[src/rtl/ilv_pkg.sv]
package ilv_pkg;

  // Largest number of sample points merged into one word, and the width of
  // a slot index for it.
  localparam int MAX_SPW = 4;
  localparam int SLOT_W  = $clog2(MAX_SPW);
  localparam int NUM_VAR = SLOT_W + 1;   // group sizes 1, 2 and 4

  typedef enum logic [1:0] {
    MODE_X1  = 2'd0,
    MODE_X2  = 2'd1,
    MODE_X4  = 2'd2,
    MODE_RSV = 2'd3
  } mode_e;

  // Sample points gathered into one word for a given mode.
  function automatic int spw_of(mode_e m);
    case (m)
      MODE_X2: return 2;
      MODE_X4: return 4;
      default: return 1;
    endcase
  endfunction

  // Index of the packing variant (log2 of the group size).
  function automatic int var_of(mode_e m);
    case (m)
      MODE_X2: return 1;
      MODE_X4: return 2;
      default: return 0;
    endcase
  endfunction

  // For output bit position b in a word holding n samples: which sample
  // slot supplies it, and which channel of that sample.
  function automatic int src_slot(int b, int n);
    return b % n;
  endfunction

  function automatic int src_chan(int b, int n);
    return b / n;
  endfunction

endpackage

[src/rtl/ilv_mode_ctrl.sv]
module ilv_mode_ctrl
  import ilv_pkg::*;
(
  input  logic  clk,
  input  logic  rst,
  input  mode_e mode_sel,
  output mode_e eff_mode,
  output logic  mode_chg
);

  mode_e active_q;

  // A request that differs from the mode in force closes the current word.
  assign mode_chg = (mode_sel != active_q);
  assign eff_mode = mode_chg ? mode_sel : active_q;

  always_ff @(posedge clk) begin
    if (rst) begin
      active_q <= mode_sel;
    end else if (mode_chg) begin
      active_q <= mode_sel;
    end
  end

  // The mode in force moves only when a change is seen.
  assert_mode_hold_R7: assert property (@(posedge clk) disable iff (rst)
    !mode_chg |=> (active_q == $past(active_q)));

  // After a change, the new mode is the one in force.
  assert_mode_taken_R7: assert property (@(posedge clk) disable iff (rst)
    mode_chg |=> (active_q == $past(mode_sel)));

endmodule

[src/rtl/ilv_collector.sv]
module ilv_collector
  import ilv_pkg::*;
#(
  parameter int SAMPLE_W = 16
) (
  input  logic                               clk,
  input  logic                               rst,
  input  logic [SAMPLE_W-1:0]                smp,
  input  logic                               smp_vld,
  input  logic                               flush,
  input  mode_e                              eff_mode,
  output logic [MAX_SPW-1:0][SAMPLE_W-1:0]   assembled,
  output logic                               word_done
);

  logic [MAX_SPW-1:0][SAMPLE_W-1:0] slots_q;
  logic [MAX_SPW-1:0][SAMPLE_W-1:0] base_slots;
  logic [SLOT_W-1:0]                fill_q;
  logic [SLOT_W-1:0]                base_cnt;
  logic [SLOT_W-1:0]                last_slot;

  // A flush drops the partial word before the incoming sample is placed.
  always_comb begin
    base_cnt   = flush ? '0 : fill_q;
    base_slots = flush ? '0 : slots_q;
    last_slot  = SLOT_W'(spw_of(eff_mode) - 1);
    assembled  = base_slots;
    if (smp_vld) begin
      assembled[base_cnt] = smp;
    end
    word_done  = smp_vld && (base_cnt == last_slot);
  end

  always_ff @(posedge clk) begin
    if (rst) begin
      fill_q  <= '0;
      slots_q <= '0;
    end else if (word_done) begin
      fill_q  <= '0;
      slots_q <= '0;
    end else if (smp_vld) begin
      fill_q  <= base_cnt + SLOT_W'(1);
      slots_q <= assembled;
    end else begin
      fill_q  <= base_cnt;
      slots_q <= base_slots;
    end
  end

  // Without a mode change, the fill level stays below the group size.
  assert_fill_bound_R4: assert property (@(posedge clk) disable iff (rst)
    !flush |-> (fill_q <= last_slot));

  // Completing a word leaves the collector empty.
  assert_done_empties_R6: assert property (@(posedge clk) disable iff (rst)
    word_done |=> (fill_q == '0));

  // A flush without a sample leaves nothing gathered.
  assert_flush_drop_R7: assert property (@(posedge clk) disable iff (rst)
    (flush && !smp_vld) |=> (fill_q == '0));

endmodule

[src/rtl/ilv_interleave.sv]
module ilv_interleave
  import ilv_pkg::*;
#(
  parameter int SAMPLE_W = 16
) (
  input  logic [MAX_SPW-1:0][SAMPLE_W-1:0] assembled,
  input  mode_e                            eff_mode,
  output logic [SAMPLE_W-1:0]              packed_word
);

  logic [NUM_VAR-1:0][SAMPLE_W-1:0] var_word;

  // One weaving network per group size; the mode picks one.
  for (genvar gv = 0; gv < NUM_VAR; gv++) begin : g_var
    localparam int N = 1 << gv;
    always_comb begin
      for (int b = 0; b < SAMPLE_W; b++) begin
        var_word[gv][b] = assembled[src_slot(b, N)][src_chan(b, N)];
      end
    end
  end

  always_comb begin
    case (var_of(eff_mode))
      1:       packed_word = var_word[1];
      2:       packed_word = var_word[2];
      default: packed_word = var_word[0];
    endcase
  end

endmodule

[src/rtl/ilv_packer.sv]
module ilv_packer
  import ilv_pkg::*;
#(
  parameter int SAMPLE_W = 16
) (
  input  logic                clk,
  input  logic                rst,
  input  logic [1:0]          mode_sel,
  input  logic [SAMPLE_W-1:0] smp_data,
  input  logic                smp_vld,
  output logic [SAMPLE_W-1:0] word_data,
  output logic                word_vld
);

  mode_e                            eff_mode;
  logic                             mode_chg;
  logic [MAX_SPW-1:0][SAMPLE_W-1:0] assembled;
  logic                             word_done;
  logic [SAMPLE_W-1:0]              packed_word;

  ilv_mode_ctrl u_mode (
    .clk      (clk),
    .rst      (rst),
    .mode_sel (mode_e'(mode_sel)),
    .eff_mode (eff_mode),
    .mode_chg (mode_chg)
  );

  ilv_collector #(.SAMPLE_W(SAMPLE_W)) u_coll (
    .clk       (clk),
    .rst       (rst),
    .smp       (smp_data),
    .smp_vld   (smp_vld),
    .flush     (mode_chg),
    .eff_mode  (eff_mode),
    .assembled (assembled),
    .word_done (word_done)
  );

  ilv_interleave #(.SAMPLE_W(SAMPLE_W)) u_ilv (
    .assembled   (assembled),
    .eff_mode    (eff_mode),
    .packed_word (packed_word)
  );

  always_ff @(posedge clk) begin
    if (rst) begin
      word_vld  <= 1'b0;
      word_data <= '0;
    end else begin
      word_vld <= word_done;
      if (word_done) begin
        word_data <= packed_word;
      end
    end
  end

  // Single-sample modes finish a word on every accepted sample.
  assert_x1_every_R2: assert property (@(posedge clk) disable iff (rst)
    (smp_vld && (mode_sel == 2'd0 || mode_sel == 2'd3)) |=> word_vld);

  // A word pulse always follows an accepted sample.
  assert_vld_cause_R6: assert property (@(posedge clk) disable iff (rst)
    word_vld |-> ($past(smp_vld) && !$past(rst)));

  // Without a pulse, the word output does not move.
  assert_hold_R10: assert property (@(posedge clk) disable iff (rst)
    !word_vld |-> $stable(word_data));

endmodule

[config.mk]
export PLATFORM = sky130hd
export DESIGN_NAME = ilv_packer
export DESIGN_NICKNAME = d
export VERILOG_FILES = /design/src/rtl/ilv_pkg.sv /design/src/rtl/ilv_mode_ctrl.sv /design/src/rtl/ilv_collector.sv /design/src/rtl/ilv_interleave.sv /design/src/rtl/ilv_packer.sv
export SDC_FILE = /design/constraint.sdc
export NUM_CORES = 1
export LEC_CHECK = 0
export ABC_AREA = 1
export CAP_MARGIN = 20
export CORE_AREA = 2 2 94 96
export DETAILED_ROUTE_END_ITERATION = 16
export DIE_AREA = 0 0 96 98
export DONT_BUFFER_PORTS = 1
export PLACE_DENSITY = 0.52
export REMOVE_ABC_BUFFERS = 1
export SYNTH_ARGS = -nofsm -noshare
export SYNTH_HDL_FRONTEND = slang
export SYNTH_SLANG_ARGS = --single-unit
[constraint.sdc]
create_clock -name clk -period 2.1 [get_ports clk]
set_input_delay 0.315 -clock clk [delete_from_list [all_inputs] [get_ports clk]]
set_output_delay 0.315 -clock clk [all_outputs]
set_load 0.02 [all_outputs]
==> key figures <==
Layout
  • Fill count: 942
  • Post-layout util: 35.4%
  • Area growth, synth to finish: 7.41%
  • Design Area, Final: 0.00299 sq mm
  • Layout cell share with drive strength beyond 1: around 8.9%
  • Antenna cells: 0
  • Nets: around 440

Clocking
  • CTS root buffer: clkbuf_8
  • # clock sinks: 53
  • H-tree levels: 2
  • Num CTS Buffers: 5
  • Hold-fix buffers, CTS: 0
  • Clock-pin slew on the worst setup and hold paths: 0.09 ns
  • TritonCTS clock tree: built
  • Clk_lat worst skew: between 0.3 and 0.4 ns
  • Deepest clock path buffer count: 2

Critical path
  • Worst EP arrival: between 2 and 2.5 ns
  • Worst path cell trace: inv_1 > nand2_1 > nand2_2 > nor2_8 > buf_4 > nand4_1 > nand2_1 > nand2_1 > nand2_1 > nand3_1 > nand2_1 > nand2_1
  • Reg2reg start: u_mode.active_q[1]
  • Critical Path Start Type: flip-flop
  • Critical Path RT: about 2.3 ns
  • CP startpoint: u_mode.active_q[1]
  • FF-to-FF setup slack: 0.23 ns
  • Worst Setup EP: word_data[7]
  • Critical path's largest stage delay: 0.36 ns
  • Instance count on the critical path: 12
  • R2r worst-path depth: 12
  • Crit-path max FO: 31
  • Critical path type: reg2reg
  • Reg-to-Reg End: word_data[7]
  • Crit path max-delay cell type: dfxtp_1
  • Most Frequent Cell on Critical Path: nand2_1
  • CP endpoint kind: flip-flop
  • CP top delay family: simple AND/OR/NAND/NOR gates
  • CP Buf/Inv Count: 2

STA
  • Final period util: between 80% and 90%
  • Slew headroom: approximately 56%
  • Final Max Slew Viols: 0
  • Unrepaired setup endpoints after global routing: false
  • Minimum clock period: about 1.9 ns
  • Final Hold Fails: 0
  • Endpoints failing setup: 0
  • Setup_tns: 0 ns
  • Setup ws final: 0.226 ns
  • Layout Skew: 0.00752 ns
  • FMAX: around 0.53 GHz
  • Worst-Margin Slew: about 0.67 ns

Global route
  • Largest net degree at the start of global routing: 32
  • Antenna violations before repair: 0
  • First-pass GRT wire length: 13400 um
  • GRT overflow: 0
  • GRT Total Usage: 18.2%
  • Vias in the first global route: about 2700

Place
  • Final HPWL from detailed placement: 5540 um
  • DP Worst Slack: around 0.14 ns
  • IO Port Bufs: 0
  • Gp weighted congestion: 0.816
  • Placed instance area: 0.00290 sq mm

Min path
  • Worst hold path class: in2reg
  • Worst hold path depth: 0

Power
  • VDD IR max: 0.000294 V
  • Leakage: 1.32 nW
  • Pwr Density: 656 mW/mm^2
  • Power Total: slightly below 0.002 W

Synth
  • Synthesized area: 0.00279 sq mm
  • FF+latch count, synth: 53
  • Post-synth top cells: nand2_1, dfxtp_1, nor2_1, nand3_1, nand4_1
  • Area leader, netlist: dfxtp_1
  • Top cells by area, synth: dfxtp_1, nand2_1, nand3_1
  • Number of flops mapped to enable cells by yosys: 0
  • Gate Count Post-Synth: 421
  • Ys flop type: dfxtp_1
  • Yosys top cell area share: between 30% and 40%
  • Sequential area share after synthesis: 38.1%
  • FFs w/ async S/R, synth: 0%
  • Top-count cell post-synth: nand2_1
  • Yosys warns: 0
  • Post-Syn Area per Cell: between 6 and 7 sq um
  • Distinct cell type count after synthesis: 26

Flow run
  • Max Cap Viol: 0

Route
  • Initial DRC Count: 180
  • Final ANT Viol Nets: 0
  • Post-DR wirelength/cell: 15.6 um
  • DRC: 0
  • Vias: 2708
  • DR pass1 iterations: 4
  • Drt total wl: 8120 um
  • DR vias/cell: 5.19

Floorplanning
  • Chip Width: between 90 and 100 um
  • Die ar.: 0.00941 sq mm
  • Die height: 98 um
  • I/O Pins: 38
  • CORE AREA: around 0.0085 sq mm
  • Starting density of the core: 32.9%
  • Std cell rows: 34

Outcome
  • Run status: finished, final reports clean
==> cell type report <==
| cell class | count | area, sq um | share of cell area, % |
|---|---|---|---|
| Timing Repair Buffer | 16 | 133 | 4.43 |
| Multi-Input combinational cell | 310 | 1480 | 49.5 |
| Clock inverter | 2 | 10.0 | 0.334 |
| Sequential cell | 53 | 1060 | 35.4 |
| Inverter | 27 | 101 | 3.38 |
| Tap cell | 108 | 135 | 4.51 |
| Clock buffer | 6 | 72.6 | 2.42 |
==> through the flow <==
step,cells,hold slack (ns)
floorplan,390,0.343
global placement,514,0.343
detailed placement,514,0.343
CTS,522,0.0224
global route,522,0.00927
finish,522,0.0308
==> report_power, final <==
part	internal, W	switching (W)	leakage [nW]
combinational	0.0000955	0.000205	0.846
clock	0.000233	0.000346	0.0450
sequential	0.00104	0.0000402	0.431
==> flip-flops by register name, summed over array words and instances, names as in the netlist <==
register / flops
u_coll.slots_q: 32
word_data: 16
u_coll.fill_q: 2
u_mode.active_q: 2
word_vld: 1
==> kinds of logic (layout without fill, tap and decap cells) <==
| logic type | after synthesis | after routing | synth area share, % |
|---|---|---|---|
| and+or+nand+nor | 270 | 270 | 43.1 |
| DFF | 53 | 53 | 38.1 |
| adders and majority gates | 2 | 2 | 0.898 |
| AOI/OAI and AO/OA | 37 | 37 | 8.53 |
| buffers and inverters | 58 | 51 | 9.11 |
| xor gates and xnor gates | 1 | 1 | 0.314 |
==> placed cells by master, fill, tap and decap left out <==
| cell | instances |
|---|---|
| nor2_8 | 1 |
| dfxtp_1 | 53 |
| xnor2_1 | 1 |
| o311ai_0 | 14 |
| a21oi_1 | 19 |
| inv_2 | 5 |
| nand4_4 | 1 |
| o21ai_1 | 1 |
| clkbuf_8 | 5 |
| nor2_1 | 52 |
| clkinv_2 | 2 |
| nand3_2 | 2 |
| nand3b_1 | 3 |
| nand4_1 | 24 |
| clkinv_1 | 2 |
| o21ai_0 | 3 |
| nand2_1 | 135 |
| ha_1 | 2 |
| nor2_4 | 1 |
| inv_1 | 20 |
| nand3_1 | 46 |
| nand2_2 | 4 |
| nor3b_1 | 1 |
| clkbuf_1 | 1 |
| buf_12 | 1 |
| buf_4 | 15 |
==> what timing repair did <==
item	CTS	global route
setup endpoints to repair	0	4
endpoints found under the hold margin	0	0
buffers inserted	0	0
gates resized for setup	0	1
==> worst min path at each step <==
stage | start | endpoint | slack (ns)
after floorplan | mode_sel[0] | u_mode.active_q[0] | 0.34
after global placement | mode_sel[0] | u_mode.active_q[0] | 0.34
after detailed placement | mode_sel[0] | u_mode.active_q[0] | 0.34
after CTS | mode_sel[0] | u_mode.active_q[0] | 0.02
after global routing | mode_sel[0] | u_mode.active_q[0] | 0.009
final | mode_sel[0] | u_mode.active_q[0] | 0.03
==> layer usage <==
layer | up-vias | GRT usage, % | wire [um]
li1 | 1369 | - | -
met1 | 1238 | 25.3 | 3680
met2 | 96 | 28.3 | 3770
met3 | 5 | 4.17 | 637
met4 | 0 | 4.62 | 37
met5 | - | 0 | 0
(Power assumes the default switching activity.)
